$ cat src/rtl/dma_pkg.sv
package dma_pkg;
  localparam logic [2:0] OFF_MADDR = 3'd0;
  localparam logic [2:0] OFF_DADDR = 3'd1;
  localparam logic [2:0] OFF_COUNT = 3'd2;
  localparam logic [2:0] OFF_DIR   = 3'd3;
  localparam logic [2:0] OFF_CTRL  = 3'd4;
  localparam logic [2:0] OFF_STAT  = 3'd5;

  localparam int CTRL_GO   = 0;
  localparam int CTRL_IE   = 1;
  localparam int STAT_BUSY = 0;
  localparam int STAT_DONE = 1;

  typedef enum logic [1:0] {
    ENG_IDLE = 2'd0,
    ENG_DEV  = 2'd1,
    ENG_MEM  = 2'd2
  } eng_state_t;
endpackage

$ cat src/rtl/dma_regs.sv
module dma_regs #(
  parameter int AW  = 16,
  parameter int DAW = 8,
  parameter int CW  = 16,
  parameter int RDW = 32
) (
  input  logic           clk,
  input  logic           rst,
  input  logic           reg_wr,
  input  logic           reg_rd,
  input  logic [2:0]     reg_addr,
  input  logic [RDW-1:0] reg_wdata,
  output logic [RDW-1:0] reg_rdata,
  input  logic           step,
  input  logic           finish,
  output logic [AW-1:0]  maddr_o,
  output logic [DAW-1:0] daddr_o,
  output logic           dir_o,
  output logic           ie_o,
  output logic           busy_o,
  output logic           done_o,
  output logic           start_o,
  output logic           zero_len_o,
  output logic           last_o
);
  import dma_pkg::*;

  localparam logic [CW-1:0] CNT_ONE = CW'(1);

  logic [AW-1:0]  maddr_q;
  logic [DAW-1:0] daddr_q;
  logic [CW-1:0]  cnt_q;
  logic           dir_q, ie_q, busy_q, done_q;
  logic           cfg_we, start, ack;
  logic [RDW-1:0] rd_mux;
  logic           unused_wdata_bits;

  assign unused_wdata_bits = ^reg_wdata;
  assign cfg_we = reg_wr && !busy_q;
  assign start  = reg_wr && (reg_addr == OFF_CTRL) && reg_wdata[CTRL_GO] && !busy_q;
  assign ack    = reg_wr && (reg_addr == OFF_STAT) && reg_wdata[STAT_DONE];

  always_comb begin
    rd_mux = '0;
    case (reg_addr)
      OFF_MADDR: rd_mux[AW-1:0]  = maddr_q;
      OFF_DADDR: rd_mux[DAW-1:0] = daddr_q;
      OFF_COUNT: rd_mux[CW-1:0]  = cnt_q;
      OFF_DIR:   rd_mux[0]       = dir_q;
      OFF_CTRL:  rd_mux[CTRL_IE] = ie_q;
      OFF_STAT: begin
        rd_mux[STAT_BUSY] = busy_q;
        rd_mux[STAT_DONE] = done_q;
      end
      default:   rd_mux = '0;
    endcase
  end

  always_ff @(posedge clk) begin
    if (rst) begin
      maddr_q   <= '0;
      daddr_q   <= '0;
      cnt_q     <= '0;
      dir_q     <= 1'b0;
      ie_q      <= 1'b0;
      busy_q    <= 1'b0;
      done_q    <= 1'b0;
      reg_rdata <= '0;
    end else begin
      if (cfg_we && reg_addr == OFF_MADDR) maddr_q <= reg_wdata[AW-1:0];
      if (cfg_we && reg_addr == OFF_DADDR) daddr_q <= reg_wdata[DAW-1:0];
      if (cfg_we && reg_addr == OFF_COUNT) cnt_q   <= reg_wdata[CW-1:0];
      if (cfg_we && reg_addr == OFF_DIR)   dir_q   <= reg_wdata[0];
      if (step) begin
        maddr_q <= maddr_q + 1'b1;
        cnt_q   <= cnt_q - 1'b1;
      end
      if (reg_wr && reg_addr == OFF_CTRL) ie_q <= reg_wdata[CTRL_IE];
      if (start) begin
        busy_q <= (cnt_q != '0);
        done_q <= 1'b0;
      end
      if (ack) done_q <= 1'b0;
      if (finish) begin
        busy_q <= 1'b0;
        done_q <= 1'b1;
      end
      if (reg_rd) reg_rdata <= rd_mux;
    end
  end

  assign maddr_o    = maddr_q;
  assign daddr_o    = daddr_q;
  assign dir_o      = dir_q;
  assign ie_o       = ie_q;
  assign busy_o     = busy_q;
  assign done_o     = done_q;
  assign start_o    = start;
  assign zero_len_o = (cnt_q == '0);
  assign last_o     = (cnt_q == CNT_ONE);


  busy_done_excl_chk: assert property (@(posedge clk) disable iff (rst)
    !(busy_q && done_q));


  cnt_hold_chk: assert property (@(posedge clk) disable iff (rst)
    (busy_q && !step) |=> $stable(cnt_q));
endmodule

$ cat src/rtl/dma_engine.sv
module dma_engine #(
  parameter int BW = 8
) (
  input  logic          clk,
  input  logic          rst,
  input  logic          start,
  input  logic          zero_len,
  input  logic          last,
  input  logic          dir_m2d,
  input  logic          dev_rdy,
  input  logic [BW-1:0] dev_rdata,
  output logic          dev_ack,
  output logic [BW-1:0] dev_wdata,
  output logic          mem_req,
  output logic          mem_we,
  input  logic          mem_gnt,
  input  logic [BW-1:0] mem_rdata,
  output logic [BW-1:0] mem_wdata,
  output logic          step,
  output logic          finish
);
  import dma_pkg::*;

  eng_state_t    state_q, state_d;
  logic [BW-1:0] buf_q;

  always_comb begin
    state_d = state_q;
    step    = 1'b0;
    finish  = 1'b0;
    dev_ack = 1'b0;
    mem_req = 1'b0;
    case (state_q)
      ENG_IDLE: begin
        if (start) begin
          if (zero_len)     finish  = 1'b1;
          else if (dir_m2d) state_d = ENG_MEM;
          else              state_d = ENG_DEV;
        end
      end
      ENG_DEV: begin
        dev_ack = dev_rdy;
        if (dev_rdy) begin
          if (dir_m2d) begin
            step    = 1'b1;
            finish  = last;
            state_d = last ? ENG_IDLE : ENG_MEM;
          end else begin
            state_d = ENG_MEM;
          end
        end
      end
      ENG_MEM: begin
        mem_req = 1'b1;
        if (mem_gnt) begin
          if (dir_m2d) begin
            state_d = ENG_DEV;
          end else begin
            step    = 1'b1;
            finish  = last;
            state_d = last ? ENG_IDLE : ENG_DEV;
          end
        end
      end
      default: state_d = ENG_IDLE;
    endcase
  end

  always_ff @(posedge clk) begin
    if (rst) begin
      state_q <= ENG_IDLE;
      buf_q   <= '0;
    end else begin
      state_q <= state_d;
      if (state_q == ENG_DEV && dev_rdy && !dir_m2d) buf_q <= dev_rdata;
      if (state_q == ENG_MEM && mem_gnt && dir_m2d)  buf_q <= mem_rdata;
    end
  end

  assign mem_we    = !dir_m2d;
  assign mem_wdata = buf_q;
  assign dev_wdata = buf_q;


  zero_no_move_chk: assert property (@(posedge clk) disable iff (rst)
    (state_q == ENG_IDLE && start && zero_len) |=> (state_q == ENG_IDLE));


  d2m_order_chk: assert property (@(posedge clk) disable iff (rst)
    (state_q == ENG_DEV && dev_rdy && !dir_m2d) |=> (state_q == ENG_MEM));
endmodule

$ cat src/rtl/dma_irq.sv
module dma_irq (
  input  logic clk,
  input  logic rst,
  input  logic done,
  input  logic ie,
  output logic irq_o
);
  logic irq_q;

  always_ff @(posedge clk) begin
    if (rst) irq_q <= 1'b0;
    else     irq_q <= done && ie;
  end

  assign irq_o = irq_q;


  irq_ack_drop_chk: assert property (@(posedge clk) disable iff (rst)
    $fell(done) |=> !irq_q);
endmodule

$ cat src/rtl/dma_chan_ctrl.sv
module dma_chan_ctrl #(
  parameter int AW  = 16,
  parameter int DAW = 8,
  parameter int CW  = 16,
  parameter int BW  = 8,
  parameter int RDW = 32
) (
  input  logic           clk,
  input  logic           rst,
  input  logic           reg_wr,
  input  logic           reg_rd,
  input  logic [2:0]     reg_addr,
  input  logic [RDW-1:0] reg_wdata,
  output logic [RDW-1:0] reg_rdata,
  output logic           mem_req,
  output logic           mem_we,
  output logic [AW-1:0]  mem_addr,
  output logic [BW-1:0]  mem_wdata,
  input  logic [BW-1:0]  mem_rdata,
  input  logic           mem_gnt,
  output logic [DAW-1:0] dev_addr,
  input  logic           dev_rdy,
  input  logic [BW-1:0]  dev_rdata,
  output logic           dev_ack,
  output logic [BW-1:0]  dev_wdata,
  output logic           irq
);
  logic step, finish, dir, ie, busy, done, start, zero_len, last;

  dma_regs #(.AW(AW), .DAW(DAW), .CW(CW), .RDW(RDW)) regs_i (
    .clk(clk), .rst(rst),
    .reg_wr(reg_wr), .reg_rd(reg_rd), .reg_addr(reg_addr),
    .reg_wdata(reg_wdata), .reg_rdata(reg_rdata),
    .step(step), .finish(finish),
    .maddr_o(mem_addr), .daddr_o(dev_addr), .dir_o(dir), .ie_o(ie),
    .busy_o(busy), .done_o(done), .start_o(start),
    .zero_len_o(zero_len), .last_o(last)
  );

  dma_engine #(.BW(BW)) eng_i (
    .clk(clk), .rst(rst),
    .start(start), .zero_len(zero_len), .last(last), .dir_m2d(dir),
    .dev_rdy(dev_rdy), .dev_rdata(dev_rdata), .dev_ack(dev_ack),
    .dev_wdata(dev_wdata),
    .mem_req(mem_req), .mem_we(mem_we), .mem_gnt(mem_gnt),
    .mem_rdata(mem_rdata), .mem_wdata(mem_wdata),
    .step(step), .finish(finish)
  );

  dma_irq irq_i (
    .clk(clk), .rst(rst), .done(done), .ie(ie), .irq_o(irq)
  );


  mem_req_busy_chk: assert property (@(posedge clk) disable iff (rst)
    mem_req |-> busy);


  step_busy_chk: assert property (@(posedge clk) disable iff (rst)
    step |-> busy);


  irq_masked_chk: assert property (@(posedge clk) disable iff (rst)
    !ie |=> !irq);


  irq_level_chk: assert property (@(posedge clk) disable iff (rst)
    (done && ie) |=> irq);
endmodule

$ cat config.mk
export PLATFORM = sky130hd
export DESIGN_NAME = dma_chan_ctrl
export DESIGN_NICKNAME = d
export VERILOG_FILES = /design/src/rtl/dma_pkg.sv /design/src/rtl/dma_regs.sv /design/src/rtl/dma_engine.sv /design/src/rtl/dma_irq.sv /design/src/rtl/dma_chan_ctrl.sv
export SDC_FILE = /design/constraint.sdc
export NUM_CORES = 1
export LEC_CHECK = 0
export ABC_CLOCK_PERIOD_IN_PS = 2300
export BUFFER_PORTS_ARGS = -buffer_cell sky130_fd_sc_hd__buf_2
export CAP_MARGIN = 20
export CORE_MARGIN = 1
export CORE_UTILIZATION = 25
export DETAILED_ROUTE_END_ITERATION = 8
export GPL_ROUTABILITY_DRIVEN = 0
export GPL_TIMING_DRIVEN = 0
export PLACE_DENSITY = 0.57
export SLEW_MARGIN = 20
export SYNTH_ARGS = -nofsm -noshare
export SYNTH_HDL_FRONTEND = slang
export SYNTH_SLANG_ARGS = --single-unit
export TNS_END_PERCENT = 1
$ cat constraint.sdc
create_clock -name clk -period 2.3 [get_ports clk]
set_input_delay 0.23 -clock clk [delete_from_list [all_inputs] [get_ports clk]]
set_output_delay 0.23 -clock clk [all_outputs]
set_load 0.02 [all_outputs]
### After elaboration in Yosys (flattened, before gate mapping)

Index checks and enable logic that the tools add are counted.

* eq/ne operators: 12
* reduce and logical (&&, ||, !) cells: 27
* $add $sub $neg: 2
* muxes and demuxes: 37

Operators with widths (count)
* $mux W16: 4
* $pmux W6 S3: 1
* $add A16 B1 Y16 const B: 1
* $eq A16 B1 Y1 const B: 1
* $logic_not A16 Y1: 1
* $mux W1: 16
* $mux W2: 8
* $mux W8: 2
* $pmux W8 S2: 1
* $reduce_bool A16 Y1: 1
* $sub A16 B1 Y16 const B: 1
* $logic_and A1 B1 Y1: 15
* $pmux W1 S5: 2
* $eq A3 B2 Y1 const B: 2
* $eq A3 B3 Y1 const B: 2
* $ne A2 B2 Y1 const B: 3
* $pmux W2 S3: 1
* $reduce_bool A2 Y1: 3
* $reduce_and A4 Y1: 1
* $eq A3 B1 Y1 const B: 1
* $logic_not A3 Y1: 1
* $pmux W1 S3: 1
* $reduce_bool A3 Y1: 1
* $eq A2 B1 Y1 const B: 1
* other kinds (6): 7

* register bits: 71
* output and inout port bits: 76

### Longest topological paths before layout

Gate-level depths: netlist of run 1.

* depth in word-level cells: 7
* gate-level depth with buffers: 10
* mapped depth without buffers: 7

### Hierarchy

From an unflattened synthesis of run 1, not the netlist that was laid out.

* cell total of the unflattened synthesis: 498
* area, all modules: 4027.6 um2

Modules (own cells, without submodules)
* dma_regs: area an instance 3352.0 um2, cells each 421, instances 1, sequential area each 1201.2 um2
* dma_engine: area an instance 646.9 um2, cells each 75, instances 1, sequential area each 200.2 um2
* dma_irq: area an instance 28.8 um2, cells each 2, instances 1, sequential area each 20.0 um2

### Least setup slack after synthesis of run 1

Ideal clock, no wire load.

* kind: register to register
* start point: reg eng_i.state_q[0]
* end point: reg regs_i.maddr_q[8] (netlist: regs_i.maddr_o[8])
* slack: 0.366 ns
* required time: 2.185 ns
* cell stages (with the launch flop): 9
* setup time: 0.115 ns
* arrival time: 1.820 ns
* clock period less this slack: 1.934 ns
* path buffers: 1
* path through: dfxtp_1 > inv_1 > ha_1 > nand4b_1 > and2_1 > buf_2 > nor4_2 > nor3_1 > a2111oi_0

* longest elaborated chain between the ends: 3
* elaborated cells between the ends (all ways): 5
* those cells by class: eq/ne (2); mux (2); reduce/logical (1)

Ends and longest elaborated chain
* start: declaration: RTL line dma_engine.sv:24 `eng_state_t state_q, state_d;`
* start signal: assignment: RTL line dma_engine.sv:74 `state_q <= state_d;`
* $eq A2 B2 Y1 or $eq A2 B1 Y1 (tied branches): RTL line dma_engine.sv:33 `case (state_q)`
* $pmux W1 S2 *: RTL line dma_engine.sv:33
* $mux W16 or $reduce_bool A2 Y1 (tied branches)
* end signal: assignment: RTL line dma_regs.sv:70 `if (cfg_we && reg_addr == OFF_MADDR) maddr_q <= reg_wdata[AW-1:0];`
* end signal: assignment: RTL line dma_regs.sv:75 `maddr_q <= maddr_q + 1'b1;`
* end: declaration: RTL line dma_regs.sv:30 `logic [AW-1:0] maddr_q;`

Mark *: on every way between the ends. The rest lies on a longest branch, timed or not.
A chain may end at the register's enable or synchronous reset.

### Final worst setup path of run 1

* start point: reg eng_i.state_q[1]
* end point: reg regs_i.maddr_q[8] (netlist: regs_i.maddr_o[8])

The elaborated chain is that of the path after synthesis.

==> flow_summary.toml, run 1 <==
[floorplan]
core_mm2 = 0.0158
initial_core_util_pct = 25.5
num_rows = 46
die_w_um = 129
die-area_mm2 = 0.0167
die_h_um = 129
io_pins = 133

[route]
drt_iter0_drc = 389
drt-pass1-iter-count = 5
ant_nets = 0
routed_wl_mm = 13.6
wire_per_inst_um = 16.2
drc = 0
vias = 4155
via_per_inst = 4.93

[sta]
finClkSkew_ps = 5.77
max_slew.worst_pin.slew_ps = 775
rsz0062_at_grt = "false"
setup_tns_ps = 0
finalCritPeriodShare_pct = 92.3
hold_viol = 0
maxSlewHeadroom_pct = 48.0
period_needed_ps = 2120
max_freq_mhz = 471
report.final.slew_viol_count = 0
final.setup.worst_slack_ps = 177
finalSetupViolCount = 0

[place]
dpl_cell_area_mm2 = 0.00486
post-place-ws_ps = 93.8
io_buffers = 98
dp_hpwl_mm = 10.2

[yosys]
postSynth.asyncResetShare_pct = 0
seq_area_frac_synth_pct = 35.2
synth-edff-count = 0
synth_top_area_cell = "dfxtp_1"
synth-seq-cells = 71
netlist_top_cells_area = "dfxtp_1, nor2_1, buf_4"
synth-main-ff-cell = "dfxtp_1"
synth_warnings = 0
synth_top_area_share_pct = 35.2
avgSynthCellArea_um2 = 8.13
syn_area_mm2 = 0.00404
synth_cells = 497
synth_cell_types = 58

[clocking]
clkSinkCount = 71
clkLatencyLatePin_ps = 340
cts_tree = "built"
clk_pin_slew_ps = 60
root_buffer = "clkbuf_16"
cts.path.max_buffers = 2
cts_hold_buf = 0
ctsHtreeMaxLevel = 3
cts_buffers = 9

[pwr]
seqPwrFrac_pct = 41.3
power_mw = 3.12
pwr-share-comb_pct = 11.7
ir_worst_vdd_mv = 0.329
p_leak_nw = 2.17
p_int_mw = 2.32
pwr_density_cell_mw_per_mm2 = 602
swShare_pct = 25.7
power_switching_uw = 801
clkPwrFrac_pct = 46.9

[grt]
grtUsageTotal_pct = 16.8
gr-total-overflow = 0
grt_max_degree = 12
antenna_found_initial = 0
grt_pass1_vias = 3843
grt_pass1_wl_mm = 21.2

[cells_and_area]
stdcell_area_mm2 = 0.00518
area_growth_syn_to_layout_pct = 28.3
antenna_cells = 0
nets = 686
drive_above_1_share_pct = 28.1

[critical_path]
cp.required_ps = 2520
crit_path_start = "eng_i.state_q[1]"
crit_type = "flop to flop"
worst-path-max-fanout = 10
worstSetupStartpointType = "flop"
arrival_ps = 2340
cp-end-kind = "flop"
timing.rr.start = "eng_i.state_q[1]"

[run]
timing.max_cap.violations = 0

[outcome]
status = "finished, final reports clean"

[worst_hold_path]
hold_class = "primary input to flop"
hold_start = "reg_rd"
==> worst paths after layout <==
path,end,slack (ps),depth (start not counted)
worst max-delay path,regs_i.maddr_o[8],180,9
worst min-delay path,regs_i.reg_rdata[1],120,2
worst max register to register,regs_i.maddr_o[8],180,9
worst min register to register,irq_i.irq_o,460,2
==> power groups by stage <==
stage,Combinational (mW),Clock (mW),Sequential (mW)
final,0.365,1.46,1.29
after global routing,0.401,1.54,1.29
after CTS,0.363,1.48,1.29
after detailed placement,0.362,0,1.32
after global placement,0.362,0,1.32
after floorplan,0.218,0,1.33
==> routing by layer <==
metal | routed length [um] | global-route usage, % | vias to the layer above
met2 | 6290 | 27.3 | 144
met4 | 176 | 4.71 | 0
met1 | 6360 | 22.5 | 1951
met3 | 780 | 3.26 | 20
li1 | - | - | 2040
met5 | 0 | 0 | -
==> placed cells by master, fill, tap and decap left out, types with 5 or more instances in the layout <==
cell type,count
nand2_1,41
a2bb2oi_1,5
mux2i_1,15
a31oi_1,6
and2_1,5
nor4_1,6
clkbuf_16,9
o21ai_0,23
ha_1,8
dfxtp_1,71
buf_4,25
a21oi_1,36
a211oi_1,15
buf_2,105
nand4_1,11
clkbuf_8,8
clkbuf_1,14
a22oi_1,22
nand3_1,27
conb_1,16
mux2_2,7
nor3_1,16
nor2_1,58
inv_1,12
==> Yosys cell counts (all sizes together) (15+ instances only) <==
cell type / number
o21ai: 23
mux2i: 15
dfxtp: 71
nand2: 42
a21oi: 37
a211oi: 15
nand3: 27
nor3: 18
a22oi: 22
buf: 34
nor2: 60
clkbuf: 18
==> cell type report <==
type | instances | area, um^2
Multi-Input combinational cell | 375 | 2280
Fill cell | 1674 | 10600
Clock inverter | 3 | 40.0
Timing Repair Buffer | 98 | 490
Sequential cell | 71 | 1420
Buffer | 53 | 358
Clock buffer | 13 | 270
Tap cell | 216 | 270
Inverter | 13 | 48.8
==> metrics by stage <==
step | hold WS [ps] | util [%] | instances
global placement | 447 | 30.7 | 826
CTS | 114 | 32.6 | 842
global route | 143 | 32.7 | 842
detailed placement | 451 | 30.7 | 826
finish | 116 | 32.7 | 842
floorplan | 326 | - | 512
==> flip-flops by register name, indices dropped and copies added (netlist names) <==
signal            flops
regs_i.cnt_q         16
regs_i.maddr_o       16
regs_i.reg_rdata     16
eng_i.dev_wdata       8
regs_i.daddr_o        8
eng_i.state_q         2
irq_i.irq_o           1
regs_i.busy_o         1
regs_i.dir_o          1
regs_i.done_o         1
regs_i.ie_o           1
==> repair_timing <==
action	in CTS	in global routing
resized for setup	0	4
setup buffers	0	0
setup endpoints to repair	0	13
==> critical path: stages, from the launching register on <==
cell and delay (ps):
dfxtp_1 390, inv_1 80, ha_1 290, nand4_1 130, and2_1 190, buf_2 170, clkbuf_8 180, nand2_2 170
nor2_1 60, a2111oi_0 340
==> cell families (layout without fill, tap and decap cells) <==
| family | after synthesis | count (layout) | synth area share, % |
|---|---|---|---|
| simple gates | 201 | 201 | 25.5 |
| compound gates | 126 | 126 | 20.2 |
| flops | 71 | 71 | 35.2 |
| buf+inv | 66 | 180 | 10.0 |
| mux | 23 | 23 | 6.23 |
| fa+ha+maj | 8 | 8 | 2.48 |
| other cells | 1 | 16 | 0.0928 |
| xor+xnor | 1 | 1 | 0.217 |
No activity file was read; power rests on OpenSTA's default activity.
==> inputs of run 2 (changes only) <==
Settings changed: CORE_MARGIN 1 to 3, CORE_UTILIZATION 25 to 50, PLACE_DENSITY 0.57 to 0.91.
==> run 2 against run 1 <==
  * Fmax decreased by 1.7%
  * Hold slack got worse by 5.7 ps
  * Critical endpoint is now regs_i.maddr_o[6]
  * Worst setup slack got worse by 37 ps
==> flow_summary.toml, run 2 (synthesis gave the netlist of run 1 again) <==
[clocking]
clkSinkCount = 71
cts_tree = "built"
cts.path.max_buffers = 2
cts_resized = 0
cts_setup_buffers = 0
cts_hold_buf = 0
ctsHtreeMaxLevel = 3
root_buffer = "clkbuf_8"
cts_buffers = 9
clk_pin_slew_ps = 70
clkLatencyLatePin_ps = 360

[sta]
final.setup.worst_slack_ps = 140
maxSlewHeadroom_pct = 35.3
max_slew.worst_pin.slew_ps = 963
report.final.slew_viol_count = 0
rsz0062_at_grt = "false"
finClkSkew_ps = 10.8
hold_viol = 0
period_needed_ps = 2160
max_freq_mhz = 463
finalSetupViolCount = 0
setup_tns_ps = 0
finalCritPeriodShare_pct = 93.9

[pwr]
clkPwrFrac_pct = 37.6
pwr-share-comb_pct = 13.7
ir_worst_vdd_mv = 0.315
seqPwrFrac_pct = 48.7
power_switching_uw = 726
swShare_pct = 27.5
pwr_density_cell_mw_per_mm2 = 539
p_int_mw = 1.92
p_leak_nw = 2.12

[place]
post-place-ws_ps = 63.1
io_buffers = 98
dp_cells = 712
dp_hpwl_mm = 9.41

[cells_and_area]
post-route-util_pct = 63.2
area_growth_syn_to_layout_pct = 21.6
antenna_cells = 0
final_cell_mix = "buf_2, dfxtp_1, nor2_1"
nFillCells = 660
multi_input_area_mm2 = 0.00227
drive_above_1_share_pct = 27.6
final_common_cell = "buf_2"
regArea_mm2 = 0.00142
nets = 686
final_cells = 728

[critical_path]
cp-end-kind = "flop"
r2r_slack_ps = 140
worstSetupStartpointType = "flop"
reg2reg_to = "regs_i.maddr_o[6]"
timing.rr.start = "eng_i.state_q[0]"
arrival_ps = 2420
crit_type = "flop to flop"
r2r_cells = 8
worst-path-max-fanout = 7
cp.required_ps = 2560

[route]
ant_nets = 0
wire_per_inst_um = 17.2
via_per_inst = 6.06
routed_wl_mm = 12.5
drt-pass1-iter-count = 6
vias = 4414
drc = 0
drt_iter0_drc = 550

[grt]
grt_pass1_vias = 4083
grtUsageTotal_pct = 27.1
grt_max_degree = 12
antenna_found_initial = 0
gr-total-overflow = 0
grt_pass1_wl_mm = 19.5

[floorplan]
core_mm2 = 0.00777
num_rows = 32
initial_core_util_pct = 52.0
die-area_mm2 = 0.00919
io_pins = 133
die_w_um = 95.9
die_h_um = 95.9

[run]
timing.max_cap.violations = 0

[worst_hold_path]
hold_start = "reg_rd"
hold_class = "primary input to flop"
holdPathEnd = "regs_i.reg_rdata[1]"
hold-path-cell-count = 2

[outcome]
status = "finished, final reports clean"
run 2: cell types whose count changed in the layout (fill, tap and decap cells not counted):
cell / delta
clkbuf_1: +1
clkbuf_16: -9
clkbuf_8: +7
clkinv_2: +1
nor3_1: +2
nor3_2: -2
run 2: critical path, stage by stage (launching register included):
cell	delay (ps)
dfxtp_1	400
inv_1	90
ha_1	310
nand4_1	120
and2_1	180
buf_2	170
nor3_1	400
a311oi_1	170
nor4_1	250
run 2: metrics by stage:
| stage | hold slack (ps) | total power, mW | cell area [um^2] |
|---|---|---|---|
| 5_1_grt | 121 | 2.73 | 4910 |
| 4_1_cts | 115 | 2.63 | 4900 |
| 3_5_place_dp | 445 | 1.67 | 4710 |
| 3_3_place_gp | 444 | 1.66 | 4710 |
| 2_1_floorplan | 326 | 1.54 | 4100 |
| 6_report | 110 | 2.64 | 4910 |
run 2: area by class of cell:
class / instances / area share, %
sequential: 71 / 28.9
timing repair buffer: 98 / 9.99
tap: 102 / 2.60
inverter: 13 / 0.994
multi-input combinational: 375 / 46.3
clock inverter: 4 / 0.917
buffer: 53 / 7.29
clock buffer: 12 / 2.96
run 2: layer usage:
| layer | track usage (%) | share of wire [%] |
|---|---|---|
| met1 | 34.6 | 37 |
| met2 | 45.5 | 48 |
| met3 | 5.32 | 12 |
| met4 | 9.48 | 2.5 |
| met5 | 0 | 0 |
run 2: worst max-delay path by stage:
| stage | start | end | slack (ps) | depth (start not counted) |
|---|---|---|---|---|
| 2_1_floorplan | eng_i.state_q[0] | regs_i.maddr_o[8] | 370 | 8 |
| 3_3_place_gp | eng_i.state_q[0] | regs_i.maddr_o[9] | 180 | 8 |
| 3_5_place_dp | eng_i.state_q[0] | regs_i.maddr_o[9] | 60 | 8 |
| 4_1_cts | eng_i.state_q[0] | regs_i.maddr_o[9] | 70 | 8 |
| 5_1_grt | eng_i.state_q[0] | regs_i.maddr_o[4] | 4 | 9 |
| 6_report | eng_i.state_q[0] | regs_i.maddr_o[6] | 140 | 8 |
run 2: power groups by stage:
stage	Clock [mW]	Sequential [mW]	Combinational (mW)
after floorplan	0	1.33	0.218
after global placement	0	1.31	0.343
after detailed placement	0	1.31	0.352
after CTS	0.986	1.29	0.354
after global routing	1.04	1.29	0.392
final	0.994	1.29	0.362
